[src/rtl/dfmt_pkg.sv]
package dfmt_pkg;

    // Two halves of a 4:2:2 output slot.
    typedef enum logic {
        SLOT_FIRST  = 1'b0,   // output shows blue-difference
        SLOT_SECOND = 1'b1    // output shows red-difference
    } slot_state_t;

    localparam int CHAN_CB    = 0;
    localparam int CHAN_CR    = 1;
    localparam int NUM_CHROMA = 2;

endpackage

[src/rtl/dfmt_slot_fsm.sv]
module dfmt_slot_fsm
    import dfmt_pkg::*;
(
    input  logic clk,
    input  logic rst_n,
    output logic slot_phase,
    output logic mux_pick_cb
);

    slot_state_t state_q;
    slot_state_t state_d;

    // State register.
    always_ff @(posedge clk or negedge rst_n) begin
        if (!rst_n) begin
            state_q <= SLOT_FIRST;
        end else begin
            state_q <= state_d;
        end
    end

    // Transitions: the slot halves alternate on every clock.
    always_comb begin
        state_d = SLOT_FIRST;
        unique case (state_q)
            SLOT_FIRST:  state_d = SLOT_SECOND;
            SLOT_SECOND: state_d = SLOT_FIRST;
            default:     state_d = SLOT_FIRST;
        endcase
    end

    // Outputs. The chroma mux feeds a register, so it prepares the
    // sample of the other slot half.
    always_comb begin
        slot_phase  = 1'b0;
        mux_pick_cb = 1'b0;
        unique case (state_q)
            SLOT_FIRST: begin
                slot_phase  = 1'b0;
                mux_pick_cb = 1'b0;
            end
            SLOT_SECOND: begin
                slot_phase  = 1'b1;
                mux_pick_cb = 1'b1;
            end
            default: begin
                slot_phase  = 1'b0;
                mux_pick_cb = 1'b0;
            end
        endcase
    end

endmodule

[src/rtl/dfmt_chroma_lpf.sv]
module dfmt_chroma_lpf #(
    parameter int DW        = 9,
    parameter int EXTRA_DLY = 0
) (
    input  logic          clk,
    input  logic          rst_n,
    input  logic [DW-1:0] din,
    output logic [DW-1:0] dout
);

    localparam int AW = DW + 2;
    localparam logic [AW-1:0] ROUND = AW'(2);

    logic [DW-1:0] tap1_q;
    logic [DW-1:0] tap2_q;
    logic [DW-1:0] lp_q;
    logic [AW-1:0] acc;

    // Weighted sum 1-2-1 with rounding.
    always_comb begin
        acc = {2'b00, din} + {1'b0, tap1_q, 1'b0} + {2'b00, tap2_q} + ROUND;
    end

    always_ff @(posedge clk or negedge rst_n) begin
        if (!rst_n) begin
            tap1_q <= '0;
            tap2_q <= '0;
            lp_q   <= '0;
        end else begin
            tap1_q <= din;
            tap2_q <= tap1_q;
            lp_q   <= DW'(acc >> 2);
        end
    end

    generate
        if (EXTRA_DLY != 0) begin : g_align
            logic [DW-1:0] align_q;
            always_ff @(posedge clk or negedge rst_n) begin
                if (!rst_n) begin
                    align_q <= '0;
                end else begin
                    align_q <= lp_q;
                end
            end
            assign dout = align_q;
        end else begin : g_direct
            assign dout = lp_q;
        end
    endgenerate

endmodule

[src/rtl/dfmt_luma_peak.sv]
module dfmt_luma_peak #(
    parameter int DW         = 9,
    parameter int PEAK_NUM   = 1,
    parameter int PEAK_SHIFT = 3
) (
    input  logic          clk,
    input  logic          rst_n,
    input  logic          peak_en,
    input  logic [DW-1:0] din,
    output logic [DW-1:0] dout
);

    localparam int SW = DW + 12;
    localparam logic signed [SW-1:0] K_COEF = SW'(PEAK_NUM);
    localparam logic signed [SW-1:0] K_RND  = SW'(1) <<< (PEAK_SHIFT - 1);
    localparam logic signed [SW-1:0] Y_MAX  = SW'((1 << DW) - 1);

    logic [DW-1:0] d1_q;
    logic [DW-1:0] d2_q;
    logic [DW-1:0] d3_q;
    logic [DW-1:0] y_q;

    logic signed [SW-1:0] nxt_s;
    logic signed [SW-1:0] ctr_s;
    logic signed [SW-1:0] prv_s;
    logic signed [SW-1:0] hp_s;
    logic signed [SW-1:0] prod_s;
    logic signed [SW-1:0] boost_s;
    logic signed [SW-1:0] sum_s;
    logic [DW-1:0]        peaked;

    // High-pass on the centre tap, scaled, added back and limited.
    always_comb begin
        nxt_s   = $signed({{(SW-DW){1'b0}}, d1_q});
        ctr_s   = $signed({{(SW-DW){1'b0}}, d2_q});
        prv_s   = $signed({{(SW-DW){1'b0}}, d3_q});
        hp_s    = (ctr_s <<< 1) - nxt_s - prv_s;
        prod_s  = hp_s * K_COEF;
        boost_s = (prod_s + K_RND) >>> PEAK_SHIFT;
        sum_s   = ctr_s + boost_s;
        if (sum_s < 0) begin
            peaked = '0;
        end else if (sum_s > Y_MAX) begin
            peaked = '1;
        end else begin
            peaked = sum_s[DW-1:0];
        end
    end

    always_ff @(posedge clk or negedge rst_n) begin
        if (!rst_n) begin
            d1_q <= '0;
            d2_q <= '0;
            d3_q <= '0;
            y_q  <= '0;
        end else begin
            d1_q <= din;
            d2_q <= d1_q;
            d3_q <= d2_q;
            y_q  <= peak_en ? peaked : d2_q;
        end
    end

    assign dout = y_q;

endmodule

[src/rtl/dfmt_downformatter.sv]
module dfmt_downformatter
    import dfmt_pkg::*;
#(
    parameter int DW         = 9,
    parameter int PEAK_NUM   = 1,
    parameter int PEAK_SHIFT = 3
) (
    input  logic          clk,
    input  logic          rst_n,
    input  logic          peak_en,
    input  logic [DW-1:0] y_in,
    input  logic [DW-1:0] cb_in,
    input  logic [DW-1:0] cr_in,
    output logic [DW-1:0] y_out,
    output logic [DW-1:0] c_out,
    output logic          slot_phase
);

    logic [DW-1:0] c_src  [NUM_CHROMA];
    logic [DW-1:0] c_filt [NUM_CHROMA];
    logic          mux_pick_cb;
    logic [DW-1:0] c_q;

    assign c_src[CHAN_CB] = cb_in;
    assign c_src[CHAN_CR] = cr_in;

    genvar ch;
    generate
        for (ch = 0; ch < NUM_CHROMA; ch++) begin : g_chroma
            dfmt_chroma_lpf #(
                .DW        (DW),
                .EXTRA_DLY ((ch == CHAN_CR) ? 1 : 0)
            ) lpf_i (
                .clk   (clk),
                .rst_n (rst_n),
                .din   (c_src[ch]),
                .dout  (c_filt[ch])
            );
        end
    endgenerate

    dfmt_slot_fsm fsm_i (
        .clk         (clk),
        .rst_n       (rst_n),
        .slot_phase  (slot_phase),
        .mux_pick_cb (mux_pick_cb)
    );

    // Chroma multiplexer and its output register.
    always_ff @(posedge clk or negedge rst_n) begin
        if (!rst_n) begin
            c_q <= '0;
        end else begin
            c_q <= mux_pick_cb ? c_filt[CHAN_CB] : c_filt[CHAN_CR];
        end
    end

    assign c_out = c_q;

    dfmt_luma_peak #(
        .DW         (DW),
        .PEAK_NUM   (PEAK_NUM),
        .PEAK_SHIFT (PEAK_SHIFT)
    ) luma_i (
        .clk     (clk),
        .rst_n   (rst_n),
        .peak_en (peak_en),
        .din     (y_in),
        .dout    (y_out)
    );

endmodule

[config.mk]
export PLATFORM = sky130hd
export DESIGN_NAME = dfmt_downformatter
export DESIGN_NICKNAME = d
export VERILOG_FILES = /design/src/rtl/dfmt_pkg.sv /design/src/rtl/dfmt_slot_fsm.sv /design/src/rtl/dfmt_chroma_lpf.sv /design/src/rtl/dfmt_luma_peak.sv /design/src/rtl/dfmt_downformatter.sv
export SDC_FILE = /design/constraint.sdc
export NUM_CORES = 1
export LEC_CHECK = 0
export BUFFER_PORTS_ARGS = -buffer_cell sky130_fd_sc_hd__buf_2
export CORE_MARGIN = 2
export CORE_UTILIZATION = 28
export CTS_BUF_LIST = sky130_fd_sc_hd__clkbuf_8 sky130_fd_sc_hd__clkbuf_16
export DETAILED_ROUTE_END_ITERATION = 12
export PLACE_DENSITY = 0.51
export SLEW_MARGIN = 20
export SYNTH_ARGS = -nofsm -noshare
export SYNTH_HDL_FRONTEND = slang
export SYNTH_SLANG_ARGS = --single-unit
export TNS_END_PERCENT = 50
[constraint.sdc]
create_clock -name clk -period 9.2 [get_ports clk]
set_clock_uncertainty 0.05 [all_clocks]
set_input_delay 0.46 -clock clk [delete_from_list [all_inputs] [get_ports clk]]
set_output_delay 0.46 -clock clk [all_outputs]
set_load 0.02 [all_outputs]
==> results.txt, run 1 <==
----------------------------------------------------
[Die]
  Core region area ... 18800 um2
  Die width ... 143 um
  Overall die height ... 143 um
  Starting Density ... 0.287
  Total die area ... 20500 um2
  Placement row count ... 50
  I/O pins ... 49

[Global route]
  Antenna violations before repair ... 0
  Maximum number of pins on one net before global-route repair ... 82
  Aggregate global-route resource usage ... 0.109
  Wire length of the first global-routing pass ... 17.3 mm
  Number of global-route vias before repair ... 3696
  GRT overflow ... 0

[Min path]
  Hold Path Cell Cnt ... 1
  Type of the worst min-delay path ... in2reg

[Route]
  First-pass DRT Iterations ... 4
  Total length of routed wires ... 10.1 mm
  Detail-routed net length per standard cell ... 13.2 um
  Initial detailed-routing violation count ... 111
  Number of remaining DRC errors ... 0
  Post-DRT Antenna Nets ... 0
  Routed via count ... 3422
  Via/cell ratio ... 4.44

[Setup path]
  Worst endpoint required time ... 9.36 ns
  Max Fanout on Critical Path ... 9
  Crit path max-delay family ... compound AO/OA/AOI/OAI gates
  Crit. path cell count ... 22
  Data arrival time at the worst-slack endpoint ... 5.48 ns
  Worst reg2reg path depth ... 22
  Cell-by-cell listing of the critical path ... inv_1, fa_1, nor2b_4, o31a_1, o21ba_1, a21oi_1, ha_1, ha_1, a21o_1, a21oi_1, o31a_1, nor2b_1, nor2_1, mux2_2, o31ai_1, ha_1, a21oi_1, nand2_1, o21a_1, o21a_1, a22oi_2, a22oi_1
  Setup crit start kind ... flip-flop
  Worst path buffer plus inverter count ... 1
  Critical path endpoint category ... flip-flop
  Largest stage delay on the critical path ... 0.50 ns
  Path type of the worst setup path ... reg2reg
  Master of the slowest instance on the critical path ... sky130_fd_sc_hd__fa_1

[Clocking]
  CTS Root Buffer Type ... sky130_fd_sc_hd__clkbuf_16
  CTS H-tree lvls ... 3
  Clock slew seen by the registers of the worst setup and hold paths ... 0.08 ns
  Maximum number of buffers from clock root to sink ... 2
  Setup bufs post-CTS ... 0
  CTS sink cnt ... 109
  Clock latency of the later-clocked register in the worst-skew pair ... 0.35 ns
  TritonCTS buffer count ... 9
  CTS tree ... built

[Finish]
  Ratio of cells with drive above 1 in the final layout ... 0.174
  Multi-input combinational cell area ... 2520 um2
  Total of fill cells in the finished design ... 1922
  Net count, final ... 609
  Layout overhead on the synthesized area ... 16.2%
  Count of antenna diodes in the layout ... 0
  Sequential cell area ... 2730 um2

[Yosys]
  Post-synth design cell area ... 5410 um2
  Post-synth top flop ... sky130_fd_sc_hd__dfrtp_1
  Mean instance size in the synthesized netlist ... 12.1 um2
  Seq cells post-synth ... 109
  Warnings, synthesis ... 0
  Post-synthesis async set-or-reset flop share ... 1.00
  Cells after Synth ... 448
  Sequential share of the synthesized area ... 0.504
  Distinct cell type count after synthesis ... 49
  Post-synth EDFFs ... 0
  Synthesized Nets ... 551

[Status]
  Status ... finished, final reports clean

[Placement]
  Worst Setup Slack post-DPL ... 3.91 ns
  Routability Congestion ... 0.782
  Number of buffer cells added on primary ports ... 48
  Half-perimeter wire length after placement ... 7.63 mm

[Timing]
  Setup repair after global routing missed its margin ... false
  Crit share post-route ... 0.578
  PnR worst setup slack ... 3.88 ns
  Final critical-path required period ... 5.32 ns
  Final sum of negative setup slack ... 0 ns
  Tightest Pin Transition ... 0.711 ns
  Highest Clock Rate ... 188 MHz
  Final Hold Fails ... 0
  Final Slew Violations ... 0
  Max transition margin ... 0.526
  Count of final setup violators ... 0

[Power]
  Total leakage power ... 2.93 nW
  Areal power density over the cells ... 253 nW/um2
  Largest voltage drop on the vdd net ... 0.131 mV

[Job]
  # Max-Cap Violations ... 0

----------------------------------------------------
[sequential cells by signal, summed over array words and instances (netlist names)]
signal,count
g_chroma.lpf_i.dout,18
g_chroma.lpf_i.tap1_q,18
g_chroma.lpf_i.tap2_q,18
c_out,9
g_chroma.lpf_i.lp_q,9
luma_i.d1_q,9
luma_i.d2_q,9
luma_i.d3_q,9
luma_i.dout,9
fsm_i.state_q,1
[cell type report]
cell class	count	area share
Timing Repair Buffer	50	0.0420
Tap cell	260	0.0518
Multi-Input combinational cell	296	0.401
Clock inverter	7	0.0113
Sequential cell	109	0.434
Clock buffer	9	0.0358
Inverter	40	0.0239
[power by group]
part / total [mW] / switching [mW] / internal [mW]
Clock: 0.382 / 0.192 / 0.190
Sequential: 0.607 / 0.0330 / 0.574
Combinational: 0.600 / 0.341 / 0.259
Total: 1.59 / 0.566 / 1.02
[Yosys cell counts, types with 3 or more instances]
master                     count  area (um2)
sky130_fd_sc_hd__a21boi_0      3        22.5
sky130_fd_sc_hd__a21o_1        5        37.5
sky130_fd_sc_hd__a21oi_1      36         180
sky130_fd_sc_hd__a31oi_1       3        18.8
sky130_fd_sc_hd__a32oi_1       7        61.3
sky130_fd_sc_hd__dfrtp_1     109        2730
sky130_fd_sc_hd__fa_1         16         320
sky130_fd_sc_hd__ha_1         57         713
sky130_fd_sc_hd__inv_1        40         150
sky130_fd_sc_hd__mux2_2       10         113
sky130_fd_sc_hd__nand2_1      24        90.1
sky130_fd_sc_hd__nand2b_1      4        25.0
sky130_fd_sc_hd__nand3_1       6        30.0
sky130_fd_sc_hd__nor2_1       23        86.3
sky130_fd_sc_hd__nor2b_1       4        25.0
sky130_fd_sc_hd__nor3_1        3        15.0
sky130_fd_sc_hd__o21a_1        8        60.1
sky130_fd_sc_hd__o21ai_0      15        75.1
sky130_fd_sc_hd__o21bai_1      7        52.6
sky130_fd_sc_hd__or2_2         4        25.0
sky130_fd_sc_hd__xnor2_1      22         193
sky130_fd_sc_hd__xor2_1        8        70.1
[path summary, 6_finish.rpt]
check | start | end | slack, ns
setup / recovery | luma_i.d2_q[0] | luma_i.dout[1] | 3.88
hold / removal | y_in[4] | luma_i.d1_q[4] | 0.16
setup reg to reg | luma_i.d2_q[0] | luma_i.dout[1] | 3.88
hold reg to reg | g_chroma[1].lpf_i.lp_q[4] | g_chroma[1].lpf_i.dout[4] | 0.30
max in group asynchronous | rst_n | g_chroma[1].lpf_i.tap2_q[4] | 7.53
min in group asynchronous | rst_n | luma_i.dout[8] | 0.53
[what timing repair did]
action	CTS	global route
resized for setup	0	0
hold buffers	1	0
endpoints found under the hold margin	28	0
[through the flow]
stage,hold WS (ns),power (mW),area (um2),cells,utilization
global route,0.133,1.72,6290,771,0.334
detailed placement,0.287,1.22,5980,754,0.317
floorplan,0.114,1.06,5410,448,-
CTS,0.142,1.62,6280,771,0.334
finish,0.159,1.59,6290,771,0.334
global placement,0.288,1.21,5980,754,0.317
[cells by family after synthesis]
family / share of synthesized area
fa+ha+maj: 0.191
compound gates: 0.136
mux: 0.0227
xor+xnor: 0.0486
buf+inv: 0.0298
flops: 0.504
simple gates: 0.0682
[worst reg2reg max path: cells and delay by family, from the launching register on]
| kind | cells | cell delay, ns |
|---|---|---|
| compound gates | 12 | 2.26 |
| fa+ha+maj | 4 | 1.48 |
| simple gates | 4 | 0.53 |
| flops | 1 | 0.47 |
| mux | 1 | 0.28 |
| buf+inv | 1 | 0.10 |
[layout by cell type (no fill, tap or decap), drive strengths merged, types with 5 or more instances in the layout]
master / count
dfrtp: 109
ha: 57
buf: 49
inv: 42
a21oi: 36
nand2: 24
nor2: 23
xnor2: 22
o21ai: 18
fa: 16
mux2: 10
clkbuf: 9
o21a: 9
xor2: 8
o21bai: 7
a32oi: 7
nand3: 6
a21o: 5
nor2b: 5
[layer usage]
metal,global-route usage,routed length [um],share of wire
met4,0.0307,96,0.0095
met1,0.125,4430,0.44
met3,0.0423,535,0.053
met2,0.188,5090,0.50
met5,0,0,0
No activity file was read; power rests on OpenSTA's default activity.
==> inputs of run 2 (changes only) <==
Clock period 9.2 ns to 5.4 ns, I/O delays scaled along.
==> run 2 against run 1 <==
  * Register-to-register slack lost 3.5 ns
  * Hold slack lost 0.15 ns
  * Core utilization grew 1.4 points
  * Largest power group is now combinational cells
  * First-iteration DRC count grew 34%
  * Global-route usage shrank 0.21 points
==> results.txt, run 2 (synthesis gave the netlist of run 1 again) <==
----------------------------------------------------
[Min path]
  Hold Path Cell Cnt ... 1 (unchanged)
  Type of the worst min-delay path ... in2reg (unchanged)

[Setup path]
  Worst reg-to-reg setup slack ... 0.40 ns (was 3.88 ns)
  Worst endpoint required time ... 5.57 ns (was 9.36 ns)
  Crit path from ... luma_i.d2_q[0] (unchanged)
  Endpoint of the worst-slack reg-to-reg timing path ... luma_i.dout[1] (unchanged)
  Setup crit start kind ... flip-flop (unchanged)
  Max Fanout on Critical Path ... 9 (unchanged)
  Data arrival time at the worst-slack endpoint ... 5.18 ns (was 5.48 ns)
  Worst reg2reg path depth ... 22 (unchanged)
  Path type of the worst setup path ... reg2reg (unchanged)
  Critical path capture point ... luma_i.dout[1] (unchanged)
  Critical register-to-register path startpoint ... luma_i.d2_q[0] (unchanged)
  Critical path endpoint category ... flip-flop (unchanged)

[Job]
  # Max-Cap Violations ... 0 (unchanged)

[Timing]
  Final critical-path required period ... 5.00 ns (was 5.32 ns)
  PnR worst setup slack ... 0.396 ns (was 3.88 ns)
  Hold_ws ... 0.0123 ns (was 0.159 ns)
  Highest Clock Rate ... 200 MHz (was 188 MHz)
  Setup repair after global routing missed its margin ... false (unchanged)
  Crit share post-route ... 0.927 (was 0.578)
  Tightest Pin Transition ... 0.751 ns (was 0.711 ns)
  Final sum of negative setup slack ... 0 ns (unchanged)
  Max transition margin ... 0.499 (was 0.526)
  Count of final setup violators ... 0 (unchanged)
  Final Hold Fails ... 0 (unchanged)
  Final Slew Violations ... 0 (unchanged)

[Global route]
  Maximum number of pins on one net before global-route repair ... 58 (was 82)
  GRT overflow ... 0 (unchanged)
  Met3 track demand over resource in global routing ... 0.0379 (was 0.0423)
  Met1 track demand over resource ... 0.130 (was 0.125)
  Antenna violations before repair ... 0 (unchanged)
  Number of global-route vias before repair ... 3665 (was 3696)
  GR peak layer ... met2 (unchanged)
  GRT met2 Usage ... 0.181 (was 0.188)
  Wire length of the first global-routing pass ... 17.2 mm (was 17.3 mm)
  Aggregate global-route resource usage ... 0.107 (was 0.109)

[Clocking]
  CTS sink cnt ... 109 (unchanged)
  Clock latency of the later-clocked register in the worst-skew pair ... 0.35 ns (about the same)
  CTS tree ... built (unchanged)
  TritonCTS buffer count ... 9 (unchanged)
  Clock slew seen by the registers of the worst setup and hold paths ... 0.07 ns (was 0.08 ns)
  Maximum number of buffers from clock root to sink ... 2 (unchanged)
  CTS Root Buffer Type ... sky130_fd_sc_hd__clkbuf_16 (unchanged)
  CTS H-tree lvls ... 3 (unchanged)

[Die]
  Starting Density ... 0.287 (unchanged)
  Die width ... 143 um (unchanged)
  Total die area ... 20500 um2 (unchanged)
  I/O pins ... 49 (unchanged)
  Core region area ... 18800 um2 (unchanged)
  Overall die height ... 143 um (unchanged)
  Placement row count ... 50 (unchanged)

[Placement]
  Routability Congestion ... 0.820 (was 0.782)
  Worst Setup Slack post-DPL ... 0.190 ns (was 3.91 ns)
  Cell count after placement ... 758 (was 754)
  Post-DP Area ... 6010 um2 (was 5980 um2)
  Half-perimeter wire length after placement ... 7.49 mm (was 7.63 mm)
  Number of buffer cells added on primary ports ... 48 (unchanged)

[Route]
  Post-DRT Antenna Nets ... 0 (unchanged)
  First-pass DRT Iterations ... 4 (unchanged)
  Initial detailed-routing violation count ... 149 (was 111)
  Total length of routed wires ... 10.0 mm (was 10.1 mm)
  Via/cell ratio ... 4.38 (was 4.44)
  Number of remaining DRC errors ... 0 (unchanged)
  Routed via count ... 3482 (was 3422)
  Detail-routed net length per standard cell ... 12.6 um (was 13.2 um)

[Finish]
  Most frequent cells in the layout ... 109 x sky130_fd_sc_hd__dfrtp_1, 57 x sky130_fd_sc_hd__ha_1, 47 x sky130_fd_sc_hd__buf_2 (unchanged)
  Ratio of cells with drive above 1 in the final layout ... 0.179 (was 0.174)
  Net count, final ... 634 (was 609)
  Final instance area ... 6550 um2 (was 6290 um2)
  Layout overhead on the synthesized area ... 21.0% (was 16.2%)
  Most common library cell in the layout ignoring fill and taps ... sky130_fd_sc_hd__dfrtp_1 (unchanged)
  Fin cells ... 795 (was 771)
  Final core occ ... 0.348 (was 0.334)
  Count of antenna diodes in the layout ... 0 (unchanged)

[Power]
  Largest voltage drop on the vdd net ... 0.228 mV (was 0.131 mV)
  Total power draw ... 2.76 mW (was 1.59 mW)
  Total leakage power ... 3.05 nW (was 2.93 nW)
  Areal power density over the cells ... 421 nW/um2 (was 253 nW/um2)

[Status]
  Status ... finished, final reports clean (unchanged)

----------------------------------------------------
[run 2: changes by cell type in the layout (fill, tap and decap cells not counted), moves of 2 or more]
cell	previous run	this run
sky130_fd_sc_hd__buf_4	1	7
sky130_fd_sc_hd__clkinv_8	2	0
sky130_fd_sc_hd__dlygate4sd3_1	1	21
sky130_fd_sc_hd__inv_8	0	2
[run 2: area by class of cell]
| type | count | area, um2 |
|---|---|---|
| clock buffer | 9 | 225 |
| inverter | 40 | 150 |
| tap | 260 | 325 |
| multi-input combinational | 296 | 2550 |
| sequential | 109 | 2730 |
| timing repair buffer | 75 | 498 |
| fill | 1912 | 12300 |
| clock inverter | 6 | 72.6 |
[run 2: power by group]
part           leakage (nW)  internal [mW]  switching [mW]
sequential             1.27          0.978          0.0541
clock                 0.147          0.364           0.311
combinational          1.63          0.465           0.585
total                  3.05           1.81           0.950
[run 2: worst max-delay path: stages, from the launching register on]
cell and delay [ns]:
sky130_fd_sc_hd__dfrtp_1 0.44, sky130_fd_sc_hd__inv_1 0.09, sky130_fd_sc_hd__fa_1 0.49, sky130_fd_sc_hd__nor2b_4 0.14
sky130_fd_sc_hd__o31a_1 0.16, sky130_fd_sc_hd__o21ba_1 0.22, sky130_fd_sc_hd__o21a_1 0.13, sky130_fd_sc_hd__nor2_1 0.04
sky130_fd_sc_hd__xnor2_1 0.16, sky130_fd_sc_hd__ha_1 0.26, sky130_fd_sc_hd__ha_1 0.36, sky130_fd_sc_hd__o21a_1 0.14
sky130_fd_sc_hd__o21ai_0 0.15, sky130_fd_sc_hd__nand2_1 0.10, sky130_fd_sc_hd__o21bai_1 0.19, sky130_fd_sc_hd__a21oi_1 0.14
sky130_fd_sc_hd__a2111oi_4 0.51, sky130_fd_sc_hd__ha_1 0.36, sky130_fd_sc_hd__o21a_1 0.15, sky130_fd_sc_hd__o21a_1 0.18
sky130_fd_sc_hd__a22oi_2 0.14, sky130_fd_sc_hd__buf_4 0.18, sky130_fd_sc_hd__a22oi_1 0.09
[run 2: routing by layer]
layer,routed length (um),share of wire
met1,4480,0.45
met2,4960,0.50
met4,88,0.0088
met5,0,0
met3,471,0.047
[run 2: repair_timing]
action,CTS,global route
resized for setup,0,5
hold buffers,20,1
buffers inserted,0,1
hold endpoints to repair,75,1
setup endpoints to repair,0,9
[run 2: worst min-delay path by stage]
| stage | endpoint | from |
|---|---|---|
| 6_report | g_chroma[0].lpf_i.tap1_q[6] | cb_in[6] |
| 5_1_grt | g_chroma[1].lpf_i.tap1_q[6] | cr_in[6] |
| 4_1_cts | g_chroma[0].lpf_i.tap1_q[6] | cb_in[6] |
| 3_5_place_dp | g_chroma[1].lpf_i.dout[6] | g_chroma[1].lpf_i.lp_q[6] |
| 3_3_place_gp | g_chroma[1].lpf_i.dout[4] | g_chroma[1].lpf_i.lp_q[4] |
| 2_1_floorplan | c_out[0] | rst_n |
==> inputs of run 3 (changes only) <==
Settings changed: RECOVER_POWER set to 100.
==> run 3 against run 2 <==
  * The flow now finishes with violations (max-capacitance violations, max-slew violations)
  * Count of clock-buffer cells in the layout unchanged
  * Core utilization down 0.35 points
  * First-iteration DRC count down 4.0%
  * Clock power about the same
  * Non-clock buffer count unchanged
  * Largest cell class unchanged
==> results.txt, run 3 (synthesis gave the netlist of run 1 again) <==
----------------------------------------------------
[Status]
  Status ... finished with violations (was finished, final reports clean)
  Violated checks ... max-capacitance violations, max-slew violations

[Placement]
  Worst Setup Slack post-DPL ... 0.190 ns (unchanged)
  Routability Congestion ... 0.820 (unchanged)
  Half-perimeter wire length after placement ... 7.49 mm (unchanged)
  Number of buffer cells added on primary ports ... 48 (unchanged)

[Timing]
  Count of final setup violators ... 0 (unchanged)
  Tightest Pin Transition ... 3.15 ns (was 0.751 ns)
  Final Slew Violations ... 58 (was 0)
  Highest Clock Rate ... 200 MHz (about the same)
  Final sum of negative setup slack ... 0 ns (unchanged)
  Max transition margin ... -1.10 (was 0.499)
  PnR worst setup slack ... 0.394 ns (was 0.396 ns)
  Final critical-path required period ... 5.01 ns (was 5.00 ns)
  Final Hold Fails ... 0 (unchanged)
  Setup repair after global routing missed its margin ... false (unchanged)
  Crit share post-route ... 0.927 (about the same)

[Route]
  First-pass DRT Iterations ... 4 (unchanged)
  Detail-routed net length per standard cell ... 12.6 um (about the same)
  Post-DRT Antenna Nets ... 0 (unchanged)
  Total length of routed wires ... 10.0 mm (about the same)
  Initial detailed-routing violation count ... 143 (was 149)
  Routed via count ... 3478 (was 3482)
  Via/cell ratio ... 4.37 (was 4.38)
  Number of remaining DRC errors ... 0 (unchanged)

[Setup path]
  Cell-by-cell listing of the critical path ... inv_1, fa_1, nor2b_4, o31a_1, o21ba_1, o21a_1, nor2_1, xnor2_1, ha_1, ha_1, o21a_1, o21ai_0, nand2_1, o21bai_1, a21oi_1, a2111oi_4, ha_1, o21a_1, o21a_1, a22oi_2, buf_4, a22oi_1 (unchanged)
  Path type of the worst setup path ... reg2reg (unchanged)
  Worst endpoint required time ... 5.57 ns (about the same)
  Master of the slowest instance on the critical path ... sky130_fd_sc_hd__a2111oi_4 (unchanged)
  Critical path endpoint category ... flip-flop (unchanged)
  Setup crit start kind ... flip-flop (unchanged)
  CP dominant cell by count ... sky130_fd_sc_hd__o21a_1 (unchanged)
  Endpoint of the worst-slack reg-to-reg timing path ... luma_i.dout[1] (unchanged)
  Data arrival time at the worst-slack endpoint ... 5.18 ns (about the same)
  Critical register-to-register path startpoint ... luma_i.d2_q[0] (unchanged)
  Worst reg2reg path depth ... 22 (unchanged)
  Max Fanout on Critical Path ... 9 (unchanged)
  Worst reg-to-reg setup slack ... 0.39 ns (was 0.40 ns)
  Largest stage delay on the critical path ... 0.51 ns (about the same)

[Clocking]
  CTS sink cnt ... 109 (unchanged)
  CTS Root Buffer Type ... sky130_fd_sc_hd__clkbuf_16 (unchanged)
  TritonCTS buffer count ... 9 (unchanged)
  Clock latency of the later-clocked register in the worst-skew pair ... 0.35 ns (about the same)
  Clock slew seen by the registers of the worst setup and hold paths ... 0.07 ns (about the same)
  CTS tree ... built (unchanged)
  Maximum number of buffers from clock root to sink ... 2 (unchanged)
  CTS H-tree lvls ... 3 (unchanged)

[Die]
  Starting Density ... 0.287 (unchanged)
  I/O pins ... 49 (unchanged)
  Die width ... 143 um (unchanged)
  Overall die height ... 143 um (unchanged)
  Total die area ... 20500 um2 (unchanged)
  Placement row count ... 50 (unchanged)
  Core region area ... 18800 um2 (unchanged)

[Finish]
  Count of antenna diodes in the layout ... 0 (unchanged)
  Most frequent cells in the layout ... 109 x sky130_fd_sc_hd__dfrtp_1, 57 x sky130_fd_sc_hd__ha_1, 42 x sky130_fd_sc_hd__clkbuf_1 (was 109 x sky130_fd_sc_hd__dfrtp_1, 57 x sky130_fd_sc_hd__ha_1, 47 x sky130_fd_sc_hd__buf_2)
  Net count, final ... 634 (unchanged)
  Most common library cell in the layout ignoring fill and taps ... sky130_fd_sc_hd__dfrtp_1 (unchanged)
  Total of fill cells in the finished design ... 1928 (was 1912)
  Layout overhead on the synthesized area ... 19.8% (was 21.0%)
  Ratio of cells with drive above 1 in the final layout ... 0.0991 (was 0.179)

[Power]
  Fraction of power consumed by sequential logic ... 0.378 (was 0.374)
  Areal power density over the cells ... 423 nW/um2 (was 421 nW/um2)
  Clock network power share ... 0.246 (was 0.245)
  Largest voltage drop on the vdd net ... 0.227 mV (was 0.228 mV)
  Internal portion of total power ... 1.79 mW (was 1.81 mW)
  Total leakage power ... 2.92 nW (was 3.05 nW)
  Comb power frac ... 0.376 (was 0.381)
  Switching power ... 952 uW (was 950 uW)
  Switching part of the total power ... 0.347 (was 0.344)

[Global route]
  Wire length of the first global-routing pass ... 17.2 mm (unchanged)
  Number of global-route vias before repair ... 3665 (unchanged)
  Maximum number of pins on one net before global-route repair ... 58 (unchanged)
  Aggregate global-route resource usage ... 0.107 (unchanged)
  GRT overflow ... 0 (unchanged)
  Antenna violations before repair ... 0 (unchanged)

[Min path]
  Hold Path Cell Cnt ... 1 (unchanged)
  Hold worst-path end ... g_chroma[0].lpf_i.tap1_q[6] (unchanged)
  Type of the worst min-delay path ... in2reg (unchanged)
  Min-Delay Startpoint ... cb_in[6] (unchanged)

[Job]
  # Max-Cap Violations ... 1 (was 0)

----------------------------------------------------
-- run 3: cell count changes in the layout (fill, tap and decap cells not counted), sizes merged --
cell	delta
buf	-43
clkbuf	+43
-- run 3: worst max path at each step --
| stage | slack (ns) | end | startpoint |
|---|---|---|---|
| after floorplan | 0.67 | luma_i.dout[1] | luma_i.d2_q[0] |
| after global placement | 0.32 | luma_i.dout[1] | luma_i.d2_q[0] |
| after detailed placement | 0.19 | luma_i.dout[8] | luma_i.d2_q[5] |
| after CTS | 0.16 | luma_i.dout[8] | luma_i.d2_q[0] |
| after global routing | 0.02 | luma_i.dout[1] | luma_i.d2_q[0] |
| final | 0.39 | luma_i.dout[1] | luma_i.d2_q[0] |
-- run 3: layout make-up --
| class | instances | area (um2) | share of cell area |
|---|---|---|---|
| clock buffers | 9 | 225 | 0.0347 |
| clock inverters | 6 | 72.6 | 0.0112 |
| inverters | 40 | 150 | 0.0232 |
| multi-input cells | 296 | 2550 | 0.393 |
| flip-flops and latches | 109 | 2730 | 0.421 |
| well taps | 260 | 325 | 0.0502 |
| repair buffers | 75 | 432 | 0.0666 |
-- run 3: metal layers --
metal | up-vias | share of wire | global-route usage
met5 | - | 0 | 0
met4 | 0 | 0.0088 | 0.0250
met3 | 8 | 0.046 | 0.0379
met2 | 47 | 0.50 | 0.181
met1 | 1704 | 0.45 | 0.130
li1 | 1719 | - | -
-- run 3: power groups by stage --
stage	clock (mW)	combinational, mW	sequential, mW
floorplan	0	0.697	1.11
global placement	0	1.02	1.05
detailed placement	0	1.02	1.05
CTS	0.704	1.05	1.04
global route	0.737	1.16	1.06
finish	0.675	1.03	1.04
-- run 3: worst max-delay path: cells and delay by family (launching register included) --
family | cells | cell delay [ns]
compound gates | 12 | 2.21
xor+xnor | 1 | 0.16
buf+inv | 2 | 0.27
simple gates | 3 | 0.28
flops | 1 | 0.44
fa+ha+maj | 4 | 1.47
-- run 3: repair_timing --
action | 4_1_cts | 5_1_grt
hold buffers | 20 | 1
hold endpoints to repair | 75 | 1
setup endpoints to repair | 0 | 9
setup buffers | 0 | 1
gates resized for setup | 0 | 5
-- run 3: stage by stage --
step / power, mW / utilization / cell area [um2] / cells / hold slack [ns]
floorplan: 1.81 / - / 5410 / 448 / -0.0756
global placement: 2.07 / 0.319 / 6010 / 758 / 0.289
detailed placement: 2.08 / 0.319 / 6010 / 758 / 0.292
CTS: 2.79 / 0.345 / 6500 / 793 / 0.00132
global route: 2.96 / 0.344 / 6480 / 795 / 0.0192
finish: 2.74 / 0.344 / 6480 / 795 / 0.0303
